File: src/rtl/splitter_pkg.sv
package splitter_pkg;
  typedef enum logic [1:0] {
    ST_IDLE = 2'd0,
    ST_REQ  = 2'd1,
    ST_XFER = 2'd2
  } split_state_t;
endpackage

File: src/rtl/chunk_calc.sv
module chunk_calc #(
  parameter int SIZE_W   = 19,
  parameter int MAX_BEAT = 1024,
  parameter int SZW      = $clog2(MAX_BEAT + 1)
) (
  input  logic [SIZE_W-1:0] remaining,
  output logic [SZW-1:0]    chunk
);
  localparam logic [SIZE_W-1:0] MAXB = SIZE_W'(MAX_BEAT);

  always_comb begin
    if (remaining > MAXB) chunk = SZW'(MAX_BEAT);
    else                  chunk = remaining[SZW-1:0];
  end
endmodule

File: src/rtl/wdata_gen.sv
module wdata_gen #(
  parameter int DATA_W   = 32,
  parameter int SIZE_W   = 19,
  parameter int MAX_BEAT = 1024,
  parameter int SZW      = $clog2(MAX_BEAT + 1)
) (
  input  logic              clk,
  input  logic              rst,
  input  logic              load,
  input  logic [SIZE_W-1:0] load_ofs,
  input  logic [SZW-1:0]    load_bytes,
  input  logic              push,
  output logic              pending,
  output logic [DATA_W-1:0] data
);
  localparam int BYTES = DATA_W / 8;

  logic [SIZE_W-1:0] ofs_q;
  logic [SZW-1:0]    left_q;

  always_ff @(posedge clk) begin
    if (rst) begin
      ofs_q  <= '0;
      left_q <= '0;
    end else if (load) begin
      ofs_q  <= load_ofs;
      left_q <= load_bytes;
    end else if (push) begin
      ofs_q  <= ofs_q + SIZE_W'(BYTES);
      left_q <= (left_q > SZW'(BYTES)) ? left_q - SZW'(BYTES) : '0;
    end
  end

  assign pending = (left_q != '0);

  for (genvar i = 0; i < BYTES; i++) begin : g_lane
    always_comb begin
      if (SZW'(i) < left_q) data[8*i +: 8] = ofs_q[7:0] + 8'(i);
      else                  data[8*i +: 8] = 8'h00;
    end
  end

  assert_push_pending_R7: assert property (@(posedge clk) disable iff (rst)
    push |-> pending);
endmodule

File: src/rtl/beat_splitter.sv
module beat_splitter
  import splitter_pkg::*;
#(
  parameter int DATA_W   = 32,
  parameter int ADDR_W   = 32,
  parameter int SIZE_W   = 19,
  parameter int MAX_BEAT = 1024,
  parameter int SZW      = $clog2(MAX_BEAT + 1)
) (
  input  logic              clk,
  input  logic              rst,
  input  logic              start,
  input  logic              act_write,
  input  logic [ADDR_W-1:0] act_addr,
  input  logic [SIZE_W-1:0] act_size,
  input  logic              act_fixed,
  output logic              busy,
  output logic              act_done,
  output logic              act_err,
  output logic [ADDR_W-1:0] req_addr,
  output logic [SZW-1:0]    req_size,
  output logic              rd_req,
  input  logic              rd_grant,
  input  logic              rd_valid,
  input  logic [DATA_W-1:0] rd_data,
  input  logic              rd_done,
  input  logic              rd_err,
  output logic              wr_req,
  input  logic              wr_grant,
  output logic              wr_push,
  output logic [DATA_W-1:0] wr_data,
  input  logic              wr_full,
  input  logic              wr_done,
  input  logic              wr_err
);
  split_state_t      state_q;
  logic              wr_q, fix_q, done_q, err_q;
  logic [ADDR_W-1:0] base_q, addr_q;
  logic [SIZE_W-1:0] rem_q, sent_q;
  logic [SZW-1:0]    size_q;

  logic [SIZE_W-1:0] rem_after, calc_in;
  logic [SZW-1:0]    next_chunk;
  logic              grant_hit, done_hit, err_hit, gen_pending, gen_load;

  assign rem_after = rem_q - SIZE_W'(size_q);
  assign calc_in   = (state_q == ST_IDLE) ? act_size : rem_after;
  assign grant_hit = wr_q ? wr_grant : rd_grant;
  assign done_hit  = wr_q ? wr_done  : rd_done;
  assign err_hit   = wr_q ? wr_err   : rd_err;
  assign gen_load  = (state_q == ST_REQ) && grant_hit && !err_hit;

  chunk_calc #(.SIZE_W(SIZE_W), .MAX_BEAT(MAX_BEAT), .SZW(SZW)) u_calc (
    .remaining (calc_in),
    .chunk     (next_chunk)
  );

  wdata_gen #(.DATA_W(DATA_W), .SIZE_W(SIZE_W), .MAX_BEAT(MAX_BEAT), .SZW(SZW)) u_gen (
    .clk        (clk),
    .rst        (rst),
    .load       (gen_load),
    .load_ofs   (sent_q),
    .load_bytes (size_q),
    .push       (wr_push),
    .pending    (gen_pending),
    .data       (wr_data)
  );

  always_ff @(posedge clk) begin
    if (rst) begin
      state_q <= ST_IDLE;
      wr_q    <= 1'b0;
      fix_q   <= 1'b0;
      done_q  <= 1'b0;
      err_q   <= 1'b0;
      base_q  <= '0;
      addr_q  <= '0;
      rem_q   <= '0;
      sent_q  <= '0;
      size_q  <= '0;
    end else begin
      done_q <= 1'b0;
      err_q  <= 1'b0;
      case (state_q)
        ST_IDLE: begin
          if (start) begin
            wr_q   <= act_write;
            fix_q  <= act_fixed;
            base_q <= act_addr;
            addr_q <= act_addr;
            rem_q  <= act_size;
            sent_q <= '0;
            size_q <= next_chunk;
            if (act_size == '0) done_q  <= 1'b1;
            else                state_q <= ST_REQ;
          end
        end
        ST_REQ: begin
          if (err_hit) begin
            err_q   <= 1'b1;
            state_q <= ST_IDLE;
          end else if (grant_hit) begin
            state_q <= ST_XFER;
          end
        end
        ST_XFER: begin
          if (err_hit) begin
            err_q   <= 1'b1;
            state_q <= ST_IDLE;
          end else if (done_hit) begin
            rem_q  <= rem_after;
            sent_q <= sent_q + SIZE_W'(size_q);
            size_q <= next_chunk;
            if (!fix_q) addr_q <= addr_q + ADDR_W'(size_q);
            if (rem_after == '0) begin
              done_q  <= 1'b1;
              state_q <= ST_IDLE;
            end else begin
              state_q <= ST_REQ;
            end
          end
        end
        default: state_q <= ST_IDLE;
      endcase
    end
  end

  assign busy     = (state_q != ST_IDLE);
  assign act_done = done_q;
  assign act_err  = err_q;
  assign req_addr = addr_q;
  assign req_size = size_q;
  assign rd_req   = (state_q == ST_REQ) && !wr_q;
  assign wr_req   = (state_q == ST_REQ) && wr_q;
  assign wr_push  = (state_q == ST_XFER) && wr_q && gen_pending && !wr_full;

  assert_size_range_R2: assert property (@(posedge clk) disable iff (rst)
    (rd_req || wr_req) |-> (req_size != '0) && (req_size <= SZW'(MAX_BEAT)));

  assert_wr_hold_R3: assert property (@(posedge clk) disable iff (rst)
    (wr_req && !wr_grant && !wr_err) |=> wr_req && $stable(req_addr) && $stable(req_size));

  assert_rd_hold_R3: assert property (@(posedge clk) disable iff (rst)
    (rd_req && !rd_grant && !rd_err) |=> rd_req && $stable(req_addr) && $stable(req_size));

  assert_fixed_addr_R4: assert property (@(posedge clk) disable iff (rst)
    ((rd_req || wr_req) && fix_q) |-> (req_addr == base_q));

  assert_one_channel_R5: assert property (@(posedge clk) disable iff (rst)
    !(rd_req && wr_req));

  assert_done_pulse_R6: assert property (@(posedge clk) disable iff (rst)
    act_done |=> !act_done);

  assert_no_push_full_R7: assert property (@(posedge clk) disable iff (rst)
    wr_push |-> !wr_full);

  assert_err_abort_R9: assert property (@(posedge clk) disable iff (rst)
    (busy && err_hit) |=> act_err && !busy && !act_done);

  assert_rd_data_known_R10: assert property (@(posedge clk) disable iff (rst)
    rd_valid |-> !$isunknown(rd_data));
endmodule

File: config.mk
export PLATFORM = sky130hd
export DESIGN_NAME = beat_splitter
export DESIGN_NICKNAME = d
export VERILOG_FILES = /design/src/rtl/splitter_pkg.sv /design/src/rtl/chunk_calc.sv /design/src/rtl/wdata_gen.sv /design/src/rtl/beat_splitter.sv
export SDC_FILE = /design/constraint.sdc
export NUM_CORES = 1
export LEC_CHECK = 0
export BUFFER_PORTS_ARGS = -buffer_cell sky130_fd_sc_hd__buf_2
export CAP_MARGIN = 15
export CORE_MARGIN = 2
export CORE_UTILIZATION = 60
export DETAILED_ROUTE_END_ITERATION = 10
export GPL_TIMING_DRIVEN = 0
export PLACE_DENSITY = 0.95
export SLEW_MARGIN = 30
export SYNTH_ARGS = -nofsm -noshare
export SYNTH_HDL_FRONTEND = slang
export SYNTH_HIERARCHICAL = 1
export SYNTH_SLANG_ARGS = --single-unit
File: constraint.sdc
create_clock -name clk -period 6.9 [get_ports clk]
set_input_delay 1.725 -clock clk [delete_from_list [all_inputs] [get_ports clk]]
set_output_delay 1.725 -clock clk [all_outputs]
set_load 0.01 [all_outputs]
==> summary.txt, run 1 <==
Outcome
  – Run status: finished, final reports clean

Clocking
  – Number of buffers created by CTS: 9
  – # hold bufs at CTS: 0
  – Worst skew pair latency: roughly 0.36 ns
  – Post-CTS resize count: 0
  – Clock Tree Buf Depth: 2
  – Clock Sinks: 95
  – H-tree levels: 3
  – Clk root buf: clkbuf_16
  – Total setup buffers inserted after CTS: 0
  – Clock transition at path regs: 0.07 ns
  – CTS tree: built

Layout
  – Ant diodes: 0
  – Layout cells sized above 1: approximately a fifth
  – Total Nets Final: 1239
  – Util after Layout: 71.2%
  – Filler Cell Count: 913
  – Area grow syn2layout: 16.7%

Place
  – RePlAce Congestion: 0.999
  – Port buffer count: ~140
  – DP HPWL: 17200 um
  – Dpl ws: 2.77 ns

Drt
  – Vias: around 8400
  – Final ANT Viol Nets: 0
  – First-pass DRT Iterations: 6
  – Drt drc: 0
  – DR iter-0 viols: 1178
  – Routed WL per cell: 18.8 um
  – Routed vias/inst: 6.71
  – Routed wire length: 23500 um

Floorplanning
  – Initial Util: between 60% and 70%
  – Die X: 114 um
  – Ports: between 150 and 200
  – Die H: 114 um
  – Die Area: ~0.013 mm^2
  – Core area: approximately 0.012 mm^2
  – Rows: 40

Timing
  – Final setup viols: 0
  – Min setup slack post-route: 2.42 ns
  – Worst-Margin Slew: 0.919 ns
  – Setup Skew: 0.00979 ns
  – Fin Setup TNS: 0 ns
  – Final Hold Violating Endpoints: 0
  – Period utilization: 64.9%
  – Min cycle time layout: about 4.5 ns
  – Tightest hold margin: slightly below 0.5 ns
  – F_max: approximately 0.22 GHz
  – Slew Limit Fails: 0
  – Slew headroom: 38.2%
  – RSZ-0062 raised after global routing: no

Power
  – Internal: 1.53 mW
  – Pwr Density: approximately 330 mW/mm^2
  – Combinational share of power: 53.5%
  – Max IR drop VDD: around 0.24 mV
  – Final Power: 2.82 mW
  – Clock power frac: 19.1%
  – Switching Share: between 40% and 50%
  – Psw: 1.29 mW
  – Sequential power share: 27.3%
  – Lkg Pwr: approximately 3.7 nW

Setup path
  – Worst Path Required: around 7.2 ns
  – WS Path Type: flop to flop
  – CP startpoint kind: flop
  – Setup crit end kind: flop
  – Worst-path maximum fanout: 7
  – CP arrival: about 4.8 ns

Global routing
  – Initial antenna violation count: 0
  – Largest net degree at the start of global routing: 16
  – All-Layer GR Usage: 35.4%
  – Vias in the first global route: 7829
  – Global route overflow: 0
  – First-pass GRT wire length: 37200 um

Flow run
  – Max cap viols: 0

Hold path
  – Hold Path Class: flop to flop

Synthesis
  – Yosys Warn Count: 6
  – Synthesized area: 0.00730 mm^2
  – Post-Syn Area per Cell: around 7.7 um^2
  – Cells after Synth: 944
  – Post-Syn Nets: 1085
[final cells by class]
type	count	area [um^2]	share of cell area (%)
Tap cell	147	184	2.16
Multi-Input combinational cell	759	5010	58.8
Buffer	56	265	3.11
Clock inverter	4	51.3	0.602
Timing Repair Buffer	143	716	8.40
Inverter	34	128	1.50
Clock buffer	12	267	3.13
Sequential cell	95	1900	22.3
[registers in the layout (all words and copies together), names as in the netlist]
signal        flops
fix_q             1
u_gen/left_q     11
state_q           2
act_err           1
sent_q            8
wr_q              1
act_done          1
u_gen/ofs_q       8
rem_q            19
req_size         11
req_addr         32
[worst max-delay path: stages (launching register included)]
cell and delay, ns:
dfxtp_1 0.54, inv_1 0.17, ha_1 0.32, nor2b_4 0.14
o2111a_1 0.27, nor4b_2 0.44, o21ai_1 0.17, a2111oi_2 0.49
xor2_1 0.17, mux2_2 0.29, or4_1 0.59, nor3_2 0.44
and2_1 0.21, nand2_1 0.05, a21oi_1 0.12
[power groups by stage]
stage | clock [mW] | sequential [mW] | combinational, mW
after floorplan | 0 | 0.775 | 1.03
after global placement | 0 | 0.769 | 1.41
after detailed placement | 0 | 0.773 | 1.44
after CTS | 0.531 | 0.762 | 1.46
after global routing | 0.556 | 0.777 | 1.62
final | 0.539 | 0.771 | 1.51
[worst paths after layout]
path | startpoint | endpoint | slack, ns | depth (start not counted)
min reg2reg | fix_q | fix_q | 0.49 | 2
max reg2reg | req_size[1] | req_size[0] | 2.42 | 14
max | req_size[1] | req_size[0] | 2.42 | 14
min | fix_q | fix_q | 0.49 | 2
[placed cells by master (no fill, tap or decap), types with 5 or more instances in the layout]
master / instances
a211oi_1: 16
a21o_1: 12
a21oi_1: 81
a221oi_1: 18
a22oi_1: 6
a311oi_1: 8
a31oi_1: 6
and2_1: 14
and3_1: 26
and4_1: 6
buf_1: 5
buf_2: 152
clkbuf_1: 36
clkbuf_16: 9
dfxtp_1: 95
ha_1: 42
inv_1: 33
mux2_2: 9
mux2i_1: 13
nand2_1: 70
nand2b_1: 10
nand3_1: 25
nand4_1: 11
nor2_1: 132
nor2b_1: 11
nor3_1: 19
nor3b_1: 7
nor4_1: 20
o21a_1: 14
o21ai_0: 31
o22ai_1: 7
o31a_1: 5
o31ai_1: 7
or3_1: 8
or4_1: 7
xnor2_1: 24
xor2_1: 21
[through the flow]
| step | cell area, um^2 | std cells |
|---|---|---|
| finish | 8520 | 1250 |
| global route | 8520 | 1250 |
| CTS | 8520 | 1250 |
| detailed placement | 8200 | 1234 |
| global placement | 8200 | 1234 |
| floorplan | 7300 | 944 |
[layer usage]
metal / track usage (%) / part of all wire (%)
met3: 7.52 / 12
met2: 59.3 / 46
met1: 42.7 / 37
met4: 18.4 / 5.3
met5: 0 / 0
Power figures use the tool's default switching activity.
==> inputs of run 2 (changes only) <==
--- a/config.mk
+++ b/config.mk
@@ -8,10 +8,10 @@
 export BUFFER_PORTS_ARGS = -buffer_cell sky130_fd_sc_hd__buf_2
 export CAP_MARGIN = 15
 export CORE_MARGIN = 2
-export CORE_UTILIZATION = 60
+export CORE_UTILIZATION = 56
 export DETAILED_ROUTE_END_ITERATION = 10
 export GPL_TIMING_DRIVEN = 0
-export PLACE_DENSITY = 0.95
+export PLACE_DENSITY = 0.93
 export SLEW_MARGIN = 30
 export SYNTH_ARGS = -nofsm -noshare
 export SYNTH_HDL_FRONTEND = slang
==> constraint.sdc (replaced) <==
create_clock -name clk -period 4.34 [get_ports clk]
set_input_delay 1.085 -clock clk [delete_from_list [all_inputs] [get_ports clk]]
set_output_delay 1.085 -clock clk [all_outputs]
set_load 0.01 [all_outputs]
==> run 2 against run 1 <==
Compared with the run above:
- register-to-register slack got worse by 2.1 ns
- total power increased by 56%
- maximum frequency increased by 10%
- worst hold slack got worse by 0.013 ns
- largest power group unchanged
==> summary.txt, run 2 (synthesized netlist as in run 1, its figures left out) <==
Timing
  – Slew Limit Fails: 0 (unchanged)
  – Setup Skew: 0.0119 ns (+0.00215 ns)
  – Final Hold Violating Endpoints: 0 (unchanged)
  – Fin Setup TNS: 0 ns (unchanged)
  – RSZ-0062 raised after global routing: no
  – Min cycle time layout: 4.06 ns (-0.412 ns)
  – Min setup slack post-route: 0.276 ns (-2.15 ns)
  – Slew headroom: 45.9% (+7.7 points)
  – Final setup viols: 0 (unchanged)
  – Period utilization: 93.6% (+29 points)
  – Worst-Margin Slew: 0.804 ns (-0.115 ns)
  – Tightest hold margin: 0.475 ns (-0.0135 ns)
  – F_max: 0.246 GHz (+10%)

Place
  – Dpl ws: 0.153 ns (-2.62 ns)
  – RePlAce Congestion: 0.970 (-2.9%)
  – Port buffer count: 143 (unchanged)
  – DP HPWL: 17300 um (+0.79%)

Global routing
  – Vias in the first global route: 7585 (-3.1%)
  – Global route overflow: 0 (unchanged)
  – First-pass GRT wire length: 37400 um (+0.39%)
  – All-Layer GR Usage: 32.4% (-3.0 points)
  – Largest net degree at the start of global routing: 17 (+1)
  – Initial antenna violation count: 0 (unchanged)

Clocking
  – Number of buffers created by CTS: 9 (unchanged)
  – Clock Tree Buf Depth: 2 (unchanged)
  – Clock Sinks: 95 (unchanged)
  – H-tree levels: 3 (unchanged)
  – Total setup buffers inserted after CTS: 0 (unchanged)
  – Worst skew pair latency: 0.36 ns (about the same)
  – Clk root buf: clkbuf_16
  – Clock transition at path regs: 0.07 ns (about the same)
  – # hold bufs at CTS: 0 (unchanged)
  – Post-CTS resize count: 0 (unchanged)
  – CTS tree: built

Power
  – Internal: 2.36 mW (+54%)
  – Psw: 2.05 mW (+59%)
  – Sequential power share: 27.8% (+0.5 points)
  – Max IR drop VDD: 0.424 mV (+76%)
  – Pwr Density: 517 mW/mm^2 (+56%)
  – Combinational share of power: 54.5% (+1.0 points)
  – Lkg Pwr: 3.67 nW (-0.33%)
  – Switching Share: 46.6% (+0.94 points)
  – Clock power frac: 17.7% (-1.4 points)

Floorplanning
  – Core area: 0.0127 mm^2 (+5.9%)
  – Ports: 177 (unchanged)
  – Die Area: 0.0140 mm^2 (+6.9%)
  – Die X: 118 um (+3.4%)
  – Initial Util: 57.6% (-3.4 points)
  – Rows: 41 (+2.5%)
  – Die H: 118 um (+3.4%)

Setup path
  – RR Startpoint: req_size[6]
  – CP startpoint kind: flop
  – Reg-to-reg slack, setup: 0.28 ns (-2.15 ns)
  – Worst Path Required: 4.62 ns (-2.57 ns)
  – WS Path Type: flop to flop
  – Setup crit end kind: flop
  – CP arrival: 4.34 ns (-0.43 ns)
  – Reg2reg end: req_size[0]
  – Worst-path maximum fanout: 7 (unchanged)
  – R2R depth: 14 (unchanged)

Drt
  – DR iter-0 viols: 1088 (-7.6%)
  – Met2 routed WL: 10800 um (-1.1%)
  – Routed vias/inst: 6.46 (-3.7%)
  – Routed WL per cell: 18.4 um (-2.2%)
  – Vias: 8240 (-1.8%)
  – WL met1: 9200 um (+6.0%)
  – Met3 WL: 2370 um (-13%)
  – Final ANT Viol Nets: 0 (unchanged)
  – First-pass DRT Iterations: 6 (unchanged)
  – Top Layer Used: met4
  – Routed wire length: 23500 um (-0.27%)
  – Drt drc: 0 (unchanged)

Hold path
  – Hold depth: 2 (unchanged)
  – Hold Path Sink: fix_q
  – Min-delay src: fix_q
  – Hold Path Class: flop to flop

Layout
  – Layout cells sized above 1: 19.5% (+0.091 points)
  – Largest register FFs: 32 (unchanged)
  – Area grow syn2layout: 16.8%
  – Commonest cells after routing, fill and taps aside: buf_2 (152), nor2_1 (132), dfxtp_1 (94), a21oi_1 (81), nand2_1 (70)
  – Most common cell after layout, fill and taps aside: buf_2
  – Total Nets Final: 1239 (unchanged)
  – Ant diodes: 0 (unchanged)

Outcome
  – Run status: finished, final reports clean

Flow run
  – Max cap viols: 0 (unchanged)
==> run 2: layer usage <==
| layer | GRT usage, % | up-vias |
|---|---|---|
| met1 | 40.8 | 3724 |
| met5 | 0 | - |
| met4 | 17.6 | 0 |
| met3 | 5.16 | 122 |
| met2 | 52.8 | 610 |
| li1 | - | 3784 |
==> run 2: power groups by stage <==
stage | Clock (mW) | Sequential [mW] | Combinational [mW]
floorplan | 0 | 1.23 | 1.63
global placement | 0 | 1.22 | 2.24
detailed placement | 0 | 1.23 | 2.29
CTS | 0.772 | 1.21 | 2.31
global route | 0.811 | 1.24 | 2.59
finish | 0.779 | 1.23 | 2.40
==> run 2: per-stage QoR <==
stage / cell area [um^2] / util [%] / total power [mW] / cells
after floorplan: 7300 / - / 2.86 / 944
after global placement: 8230 / 65.0 / 3.46 / 1259
after detailed placement: 8230 / 65.0 / 3.52 / 1259
after CTS: 8520 / 67.2 / 4.29 / 1275
after global routing: 8530 / 67.3 / 4.64 / 1275
final: 8530 / 67.3 / 4.41 / 1275
==> run 2: critical path, stage by stage (launching register included) <==
cell and delay [ns]:
dfxtp_1 0.49, inv_1 0.12, ha_1 0.40, a211oi_1 0.24, nor2_1 0.13, nor4b_2 0.37
o21ai_1 0.18, a2111oi_2 0.41, xor2_1 0.13, mux2_2 0.27, or4_1 0.59, nor3_4 0.29
and2_1 0.17, nand2_1 0.05, a21oi_1 0.13
==> run 2: area by class of cell <==
cell class                      instances  area, um^2
Fill cell                            1053        4140
Buffer                                 56         265
Clock buffer                           11         243
Inverter                               34         128
Clock inverter                          5        40.0
Sequential cell                        95        1900
Timing Repair Buffer                  143         716
Tap cell                              172         215
Multi-Input combinational cell        759        5020
==> run 2: worst max path at each step <==
stage / from / endpoint / slack, ns / depth (start not counted)
detailed placement: req_size[1] / req_size[0] / 0.15 / 14
finish: req_size[6] / req_size[0] / 0.28 / 14
CTS: req_size[1] / req_size[0] / 0.12 / 14
floorplan: req_size[1] / req_size[0] / 0.66 / 14
global placement: req_size[1] / req_size[0] / 0.23 / 14
global route: req_size[6] / req_size[4] / 0.01 / 14
